==> src/rtl/pchk_pkg.sv <==
package pchk_pkg;
    typedef enum logic [1:0] {
        ACC_LOAD  = 2'd0,
        ACC_STORE = 2'd1,
        ACC_FETCH = 2'd2
    } acc_e;

    localparam logic [1:0] PRIV_USER = 2'd0;
    localparam logic [1:0] PRIV_SUP  = 2'd1;
    localparam logic [1:0] PRIV_MACH = 2'd3;

    localparam int PERM_W = 4;

    typedef struct packed {
        logic u;
        logic x;
        logic w;
        logic r;
    } perm_t;

    typedef struct packed {
        logic valid;
        logic illegal;
        logic gfault;
        logic pfault;
    } verdict_t;
endpackage

==> src/rtl/pchk_stage_rules.sv <==
module pchk_stage_rules
    import pchk_pkg::*;
#(
    parameter bit GUEST_STAGE = 1'b0
)(
    input  perm_t      perm,
    input  logic [1:0] acc,
    input  logic       sup,
    input  logic       mxr,
    input  logic       sum,
    output logic       fail
);
    logic type_ok;
    logic reserved;
    logic priv_ok;

    always_comb begin
        reserved = perm.w && !perm.r;
        unique case (acc)
            ACC_LOAD:  type_ok = perm.r || (perm.x && mxr);
            ACC_STORE: type_ok = perm.w;
            ACC_FETCH: type_ok = perm.x;
            default:   type_ok = 1'b0;
        endcase
    end

    generate
        if (GUEST_STAGE) begin : g_host_rule
            always_comb priv_ok = perm.u;
        end else begin : g_first_rule
            always_comb begin
                if (!sup)               priv_ok = perm.u;
                else if (!perm.u)       priv_ok = 1'b1;
                else if (acc == ACC_FETCH) priv_ok = 1'b0;
                else                    priv_ok = sum;
            end
        end
    endgenerate

    assign fail = reserved || !type_ok || !priv_ok;
endmodule

==> config.mk <==
export PLATFORM = sky130hd
export DESIGN_NAME = pchk_stage_rules
export DESIGN_NICKNAME = d
export VERILOG_FILES = /design/src/rtl/pchk_pkg.sv /design/src/rtl/pchk_stage_rules.sv
export SDC_FILE = /design/constraint.sdc
export NUM_CORES = 1
export LEC_CHECK = 0
export ABC_CLOCK_PERIOD_IN_PS = 800
export BUFFER_PORTS_ARGS = -buffer_cell sky130_fd_sc_hd__buf_2
export CAP_MARGIN = 20
export CORE_AREA = 2 2 39 41
export DETAILED_ROUTE_END_ITERATION = 8
export DIE_AREA = 0 0 41 43
export SLEW_MARGIN = 30
export SYNTH_ARGS = -nofsm -noshare
export SYNTH_HDL_FRONTEND = slang
export SYNTH_SLANG_ARGS = --single-unit
==> constraint.sdc <==
create_clock -name vclk -period 0.8
set_input_delay 0.12 -clock vclk [all_inputs]
set_output_delay 0.12 -clock vclk [all_outputs]
set_load 0.005 [all_outputs]
Word level (Yosys, flattened, before mapping)
Cells that the tools add are included.
Widths: inputs -> output; s select.
{"block": "classes", "n_mux": 4, "n_reduce_logical": 9, "eq_ne": 2}
{"op": "$logic_not 1->1", "n": 3}
{"op": "$logic_or 1x1->1", "n": 3}
{"op": "$mux 1", "n": 3}
{"op": "$pmux 1 s3", "n": 1}
{"op": "$eq 2x1->1 const B", "n": 1}
{"op": "$eq 2x2->1 const B", "n": 1}
{"op": "$logic_and 1x1->1", "n": 2}
{"op": "$logic_not 2->1", "n": 1}
{"block": "word_totals", "out_inout_bits": 1, "reg_bits": 0, "inputBits": 9}

Depth between registers and ports, before layout
Gate-level depths: netlist (run 1).
{"block": "depth", "ltp_word": 6, "depth_mapped": 3}

Least setup slack after synthesis (run 1)
Ideal clock, no wire load.
{"block": "synth_path", "kind": "input port to output port", "start": "input port perm[2] (netlist name)", "end": "output port fail", "cell_stages": 3, "t_required_ps": 680, "path_buffers": 0, "slack_ps": 99, "arrival_time_ps": 581, "path_cell_list": "or2b_1 > o21bai_1 > o2111ai_1"}
{"block": "synth_via", "elab_chain_cells": 6}
{"element": "from (decl)", "line_no": "pchk_stage_rules.sv:6", "rtl": "input perm_t perm,"}
{"element": "$logic_and 1x1->1", "line_no": "pchk_stage_rules.sv:20", "rtl": "ACC_LOAD: type_ok = perm.r || (perm.x && mxr);"}
{"element": "$logic_or 1x1->1", "line_no": "pchk_stage_rules.sv:20"}
{"element": "$pmux 1 s3 (*)", "line_no": "pchk_stage_rules.sv:19", "rtl": "unique case (acc)"}
{"element": "$logic_not 1->1 (*)", "line_no": "pchk_stage_rules.sv:40", "rtl": "assign fail = reserved || !type_ok || !priv_ok;"}
{"element": "$logic_or 1x1->1 (*) (2 in series)", "line_no": "pchk_stage_rules.sv:40"}
{"element": "to (decl)", "line_no": "pchk_stage_rules.sv:11", "rtl": "output logic fail"}
Every way passes the cells marked *; elsewhere a longest branch is shown, timed or not.

Worst setup path after layout (run 1)
{"block": "layout_path", "start": "input port acc[0]", "end": "output port fail"}
{"block": "layout_via", "elab_chain_cells": 6}
{"element": "from (decl)", "line_no": "pchk_stage_rules.sv:7", "rtl": "input logic [1:0] acc,"}
{"element": "$eq 2x2->1", "line_no": "pchk_stage_rules.sv:19, pchk_stage_rules.sv:34"}
{"element": "$mux 1", "line_no": "pchk_stage_rules.sv:34", "rtl": "else if (acc == ACC_FETCH) priv_ok = 1'b0;"}
{"element": "$mux 1", "line_no": "pchk_stage_rules.sv:33", "rtl": "else if (!perm.u) priv_ok = 1'b1;"}
{"element": "$mux 1", "line_no": "pchk_stage_rules.sv:32", "rtl": "if (!sup) priv_ok = perm.u;"}
{"element": "$logic_not 1->1", "line_no": "pchk_stage_rules.sv:40"}
{"element": "$logic_or 1x1->1 (*)", "line_no": "pchk_stage_rules.sv:40"}
Marked as above.

==> metrics, run 1 <==
result of the run finished with violations; violations in the final reports negative setup slack; antenna viol nets, final 0; cell family with the largest share of critical-path delay buffers and inverters; filler-free cell count of the finished design 35; wire length of the first global-routing pass 324 µm; placeable core area 1380 µm²; transition time of the tightest slew-check pin 145 ps; final critical delay including setup and external delays 902 ps; Fin Hold WS 539 ps; sequential cell count 0; height of the die 43 µm; layout cell share with drive strength beyond 1 57.9%; Clock buffer cells 0; worst-case setup margin in the final layout -102 ps; antenna violations before repair 0; detailed-router iteration count before antenna repair 2; die area 1760 µm²; top cell type by total area after synthesis or2b_1; largest cells by area after synthesis or2b_1 26%, o2111ai_1 15%, o21bai_1 13%; count of mapped cells out of synthesis 9; placed cells 35; MaxCap Viol Count 0; worst-case headroom to the max-slew limit 90.3%; via count of the first global-routing pass 86; vias per cell 2.60; part of the Yosys area used for sequential elements 0%; number of buffer cells added on primary ports 10; Total Power 0.0573 mW; final period utilization 113%; peak ir drop on the vdd network 96.1 µV; Place WS -160 ps; post-synthesis cell type count 8; wire length reported by the detailed router 206 µm; final cell utilization of the core 10.8%; cell with the largest stage delay on the worst path or2b_1; Final setup violation count 1; required time reported for the critical path endpoint 680 ps; Synth Cell Area 57.6 µm²; Total GRT Usage 2.40%; initial standard-cell utilization of the core 4.16%; post-synthesis to final-layout area growth 161%; yosys warns 0; nets@finish 30; CTS Hold Bufs 0; CP Capture Type output port; number of filler instances in the final layout 163; power density over the cells 382 nW/µm²; Synth Net Count 18; Fmax achieved 1110 MHz; horizontal die dimension 41 µm; standard-cell row count 14; routability congestion estimate 0.467; final standard cell area without fillers 150 µm²; buffers plus inverters on the worst setup path 2; ports placed on the boundary 10; largest fanout of any net on the critical path 2; HP Class primary input to output port; mean instance size in the synthesized netlist 6.40 µm²; standard cell area after detailed placement 128 µm²; number of antenna diodes 0; type of the worst setup path primary input to output port; unrepaired setup endpoints after global routing true; pin count of the biggest net entering global routing 4; leakage component of the power 0.0651 nW; number of pins exceeding their max-slew limit in the final report 0; element type at the critical path start primary input; proportion of netlist area held by the largest area contributor 26.1%; total negative slack for setup checks -102 ps; average routed wire per standard cell 5.89 µm; Sequential Area 0 µm²; largest stage delay on the critical path 220 ps; DRC violations left 0; final hold violation count 0; Initial DRC Count 3; Arr. time, crit path 780 ps; total vias in the final route 91; series of cell instances along the critical path buf_6, or2b_1, a21oi_2, o2111ai_1, buf_2; GRT overflow 0
## cell type report
class | instances | area (µm²) | share of cell area [%]
Multi-Input combinational cell | 9 | 61.3 | 40.8
Tap cell | 16 | 20.0 | 13.3
Timing Repair Buffer | 10 | 68.8 | 45.8
## where the power goes
part	internal, mW	switching, mW	leakage (nW)	total (mW)
sequential	0	0	0	0
clock	0	0	0	0
combinational	0.0391	0.0182	0.0651	0.0573
total	0.0391	0.0182	0.0651	0.0573
## cells in the mapped netlist, drive strengths merged
library cell	instances
a21oi	1
nand2b	1
nand3	1
nor2	1
nor2b	1
o2111ai	1
o21bai	1
or2b	2
## cells by family (layout without fill, tap and decap cells)
family | after synthesis | after routing | share of synthesized area [%]
compound gates | 3 | 3 | 37.0
buf+inv | 0 | 10 | 0
simple gates | 6 | 6 | 63.0
## cells in the final DEF (no fill, tap or decap)
cell / count
buf_2: 7
buf_6: 3
or2b_1: 2
nor2_1: 1
o21bai_1: 1
nor2b_1: 1
a21oi_2: 1
nand2b_1: 1
nand3_1: 1
o2111ai_1: 1
## worst paths after layout
| path | to | depth (start not counted) | start |
|---|---|---|---|
| max | fail | 5 | acc[0] |
| min | fail | 3 | sup |
## per-layer routing
layer	vias up	GRT usage [%]	routed length, µm
li1	53	-	-
met1	28	4.43	137
met2	10	3.13	31
met3	0	0	36
met4	0	0	0
met5	-	0	0
## timing repair
item,in CTS,in global routing
gates resized for setup,4,0
setup endpoints to repair,1,1
pin swaps,3,0
setup buffers,0,0
(Power assumes the default switching activity.)
==> run 2: changes to the inputs <==
--- a/config.mk
+++ b/config.mk
@@ -5,6 +5,7 @@
 export SDC_FILE = /design/constraint.sdc
 export NUM_CORES = 1
 export LEC_CHECK = 0
+export ABC_AREA = 1
 export ABC_CLOCK_PERIOD_IN_PS = 800
 export BUFFER_PORTS_ARGS = -buffer_cell sky130_fd_sc_hd__buf_2
 export CAP_MARGIN = 20
==> run 2 against run 1 <==
The flow now finishes without violations. Sequential share of layout area is the same. Maximum frequency up 24%. First-iteration DRC count is 33% lower. Count of clock-buffer cells in the layout unchanged. Hold slack improved by 30 ps. Critical path depth grew 2. Flip-flop and latch count is the same. Critical path type unchanged. Critical endpoint unchanged. Highest routed layer unchanged.
==> metrics, run 2 <==
result of the run complete, no violations; die area 1760 µm²; peak ir drop on the vdd network 26.4 µV; number of buffer cells added on primary ports 10; type of the worst setup path primary input to output port; Fin Hold WS 569 ps; final period utilization 90.7%; initial standard-cell utilization of the core 5.70%; share of total power in the clock network 0%; Total Power 0.0542 mW; nets@finish 41; Synth Cell Area 78.8 µm²; Int Power 0.0290 mW; DRC violations left 0; final HPWL from detailed placement 214 µm; most common cell after layout, fill and taps aside buf_2; yosys warns 0; element type at the critical path start primary input; most frequent cells after synthesis 8 x inv_1, 7 x nand2_1, 2 x nand3_1, 2 x nor2_1, 1 x a21oi_1; worst-case headroom to the max-slew limit 92.8%; largest fanout of any net on the critical path 2; CTS Hold Bufs 0; synthesized-area fraction occupied by xor and xnor cells 0%; standard cell area after detailed placement 149 µm²; number of antenna diodes 0; wire length of the first global-routing pass 303 µm; Multi-input gate area 48.8 µm²; Compound-Gate Fraction of Synth Area 6.35%; Clock buffer cells 0; count of mapped cells out of synthesis 20; post-synthesis to final-layout area growth 88.9%; antenna violations before repair 0; placeable core area 1380 µm²; CP Capture Type output port; Fmax achieved 1380 MHz; ports placed on the boundary 10; antenna viol nets, final 0; required time reported for the critical path endpoint 680 ps; average routed wire per standard cell 4.89 µm; leakage component of the power 0.106 nW; horizontal die dimension 41 µm; top cell type by total area after synthesis inv_1; total vias in the final route 130; unrepaired setup endpoints after global routing false; pin count of the biggest net entering global routing 4; power density over the cells 364 nW/µm²; transition time of the tightest slew-check pin 109 ps; share of synthesized cell area in full adder, half adder and majority cells 0%; share of total power in combinational logic 100.0%; wire length reported by the detailed router 225 µm; Final setup violation count 0; Sequential Area 0 µm²; mean instance size in the synthesized netlist 3.94 µm²; most frequent cells in the layout 10 x buf_2, 7 x inv_1, 7 x nand2_1; standard-cell row count 14; detailed-router iteration count before antenna repair 2; simple-gate area share of the yosys netlist 55.6%; switching component of the power 0.0252 mW; cell with the largest stage delay on the worst path buf_2; sequential cell count 0; cell depth of the worst hold path 4; HP Class primary input to output port; series of cell instances along the critical path buf_2, inv_1, nand2_1, nand2_1, nor2_1, nand3_1, buf_2; switching share of power 46.5%; routability congestion estimate 0.418; multiplexer share of the synthesized area 0%; Initial DRC Count 2; dominant combinational cell family by area after synthesis simple AND/OR/NAND/NOR gates; layout cell share with drive strength beyond 1 36.7%; total negative slack for setup checks 0 ps; GRT overflow 0; part of the Yosys area used for sequential elements 0%; final cell utilization of the core 10.8%; vias per cell 2.83; number of filler instances in the final layout 166; Synth Net Count 29; sequential share of power 0%; worst setup path startpoint sup; via count of the first global-routing pass 103; proportion of netlist area held by the largest area contributor 38.1%; largest cells by area after synthesis inv_1 38%, nand2_1 33%, nand3_1 13%; final hold violation count 0; largest stage delay on the critical path 120 ps; MaxCap Viol Count 0; Arr. time, crit path 610 ps; final critical delay including setup and external delays 726 ps; height of the die 43 µm; final standard cell area without fillers 149 µm²; post-synthesis cell type count 5; number of pins exceeding their max-slew limit in the final report 0; Total GRT Usage 2.20%; top-count cell post-synth inv_1; min-delay src perm[3]
==> run 2: per-stage QoR <==
| step | worst slack [ps] | std cells |
|---|---|---|
| after floorplan | 281 | 20 |
| after global placement | 45.9 | 46 |
| after detailed placement | 40.3 | 46 |
| after CTS | 37.8 | 46 |
| after global routing | 13.5 | 46 |
| final | 74.2 | 46 |
==> run 2: power by group through the flow <==
stage	Clock [mW]	Sequential, mW	Combinational, mW
after global placement	0	0	0.0536
after floorplan	0	0	0.0243
after CTS	0	0	0.0550
after global routing	0	0	0.0632
final	0	0	0.0542
after detailed placement	0	0	0.0546
==> run 2: cell type report <==
type	instances	area share (%)
Inverter	8	20.2
Multi-Input combinational cell	12	32.8
Tap cell	16	13.4
Timing Repair Buffer	10	33.6
==> run 2: cell families after synthesis <==
group	count (synthesis)
buffers and inverters	8
AO/OA/AOI/OAI	1
AND/OR/NAND/NOR	11
==> run 2: worst paths after layout <==
check              end  slack (ps)
setup / recovery  fail          70
hold / removal    fail         570
==> run 2: worst max-delay path: cells and delay by family <==
kind                   cells  cell delay, ps
buffers and inverters      3             240
AND/OR/NAND/NOR            4             240
==> run 2: what timing repair did <==
item	CTS	global route
resized for setup	0	1
setup endpoints to repair	0	1
buffers inserted	0	0
hold endpoints to repair	0	0
==> run 2: layer usage <==
metal / routed length, µm / vias up / track usage, %
met5: 0 / - / 0
met3: 26 / 0 / 0
met4: 0 / 0 / 0
met2: 115 / 6 / 5.63
li1: - / 75 / -
met1: 83 / 49 / 1.27
==> run 3: changes to the inputs <==
--- a/config.mk
+++ b/config.mk
@@ -12,6 +12,7 @@
 export CORE_AREA = 2 2 39 41
 export DETAILED_ROUTE_END_ITERATION = 8
 export DIE_AREA = 0 0 41 43
+export PLACE_DENSITY = 0.32
 export SLEW_MARGIN = 30
 export SYNTH_ARGS = -nofsm -noshare
 export SYNTH_HDL_FRONTEND = slang
==> run 3 against run 2 <==
Die area is the same. Wire length grew 5.3%. Setup slack lost 8.6 ps. First-iteration DRC count shrank 100%. Total power grew 14%. Flip-flop and latch count is the same. Critical endpoint unchanged. Largest power group unchanged.
==> metrics, run 3 (synthesis gave the netlist of run 2 again) <==
share of total power in the clock network 0%; share of total power in combinational logic 100.0%; horizontal die dimension 41 µm; height of the die 43 µm; standard-cell row count 14; series of cell instances along the critical path buf_2, inv_1, nand2_1, nand2_1, nor2_1, nand3_1, buf_2; initial standard-cell utilization of the core 5.70%; routability congestion estimate 0.557; CP Capture Type output port; ports placed on the boundary 10; Int Power 0.0357 mW; Place WS 20.7 ps; element type at the critical path start primary input; detailed-router iteration count before antenna repair 1; post-CTS setup buffer count 0; total negative slack for setup checks 0 ps; die area 1760 µm²; via count of the first global-routing pass 115; placeable core area 1380 µm²; vias per cell 2.93; final HPWL from detailed placement 235 µm; unrepaired setup endpoints after global routing false; HP Class primary input to output port; Multi-input gate area 51.3 µm²; power density over the cells 379 nW/µm²; leakage component of the power 0.109 nW; number of pins exceeding their max-slew limit in the final report 0; wire length of the first global-routing pass 365 µm; transition time of the tightest slew-check pin 104 ps; most frequent cells in the layout 8 x buf_2, 7 x nand2_1, 6 x inv_1; wire length reported by the detailed router 237 µm; peak ir drop on the vdd network 33.7 µV; sequential cell count 0; final hold violation count 0; largest stage delay on the critical path 130 ps; MaxCap Viol Count 0; final critical delay including setup and external delays 734 ps; result of the run complete, no violations; DRC violations left 0; met2 routed wirelength 125 µm; worst-case setup margin in the final layout 65.6 ps; average routed wire per standard cell 5.15 µm; Fmax achieved 1360 MHz; Routed met3 length 36 µm; final period utilization 91.8%; Clock buffer cells 0; Arr. time, crit path 610 ps; top routing layer in use met3; number of filler instances in the final layout 180; Initial DRC Count 0; number of antenna diodes 0; Total GRT Usage 2.80%; Sequential Area 0 µm²; most common cell after layout, fill and taps aside buf_2; worst-case headroom to the max-slew limit 93.1%; post-synthesis to final-layout area growth 108%; nets@finish 41; number of buffer cells added on primary ports 10; GRT overflow 0; Post-Route M1 WL 76 µm; type of the worst setup path primary input to output port; switching share of power 42.4%; sequential share of power 0%; switching component of the power 0.0263 mW; pin count of the biggest net entering global routing 4; antenna viol nets, final 0; layout cell share with drive strength beyond 1 43.3%; required time reported for the critical path endpoint 680 ps; cell with the largest stage delay on the worst path buf_2; largest fanout of any net on the critical path 2; antenna violations before repair 0; Final setup violation count 0; total vias in the final route 135
==> run 3: path summary, 6_finish.rpt <==
kind,startpoint,end,slack (ps),depth (start not counted)
min,perm[3],fail,560,4
max,perm[1],fail,70,7
==> run 3: layout make-up <==
cell class,count,area share [%]
repair buffers,10,38.2
multi-input cells,12,31.3
inverters,8,18.3
well taps,16,12.2
==> run 3: per-layer routing <==
| layer | GRT usage [%] | vias to the layer above |
|---|---|---|
| met5 | 0 | - |
| met4 | 0 | 0 |
| met3 | 1.05 | 0 |
| met2 | 5.94 | 4 |
| met1 | 2.22 | 56 |
| li1 | - | 75 |
==> run 3: what timing repair did <==
action                     4_1_cts  5_1_grt
setup endpoints to repair        0        1
hold buffers                     0        0
resized for setup                0        5
==> run 3: critical path: cells and delay by family <==
| family | cells | cell delay [ps] |
|---|---|---|
| simple gates | 4 | 250 |
| buf+inv | 3 | 250 |
==> run 3: power by group through the flow <==
stage | Clock, mW | Combinational, mW | Sequential [mW]
4_1_cts | 0 | 0.0555 | 0
2_1_floorplan | 0 | 0.0243 | 0
6_report | 0 | 0.0621 | 0
5_1_grt | 0 | 0.0722 | 0
3_3_place_gp | 0 | 0.0555 | 0
3_5_place_dp | 0 | 0.0552 | 0
==> run 3: through the flow <==
step	power, mW	cell area, µm²	hold slack [ps]	utilization, %	cells
after global placement	0.0555	149	586	10.8	46
final	0.0621	164	555	11.8	46
after detailed placement	0.0552	149	590	10.8	46
after global routing	0.0722	164	618	11.8	46
after floorplan	0.0243	78.8	380	-	20
after CTS	0.0555	149	591	10.8	46
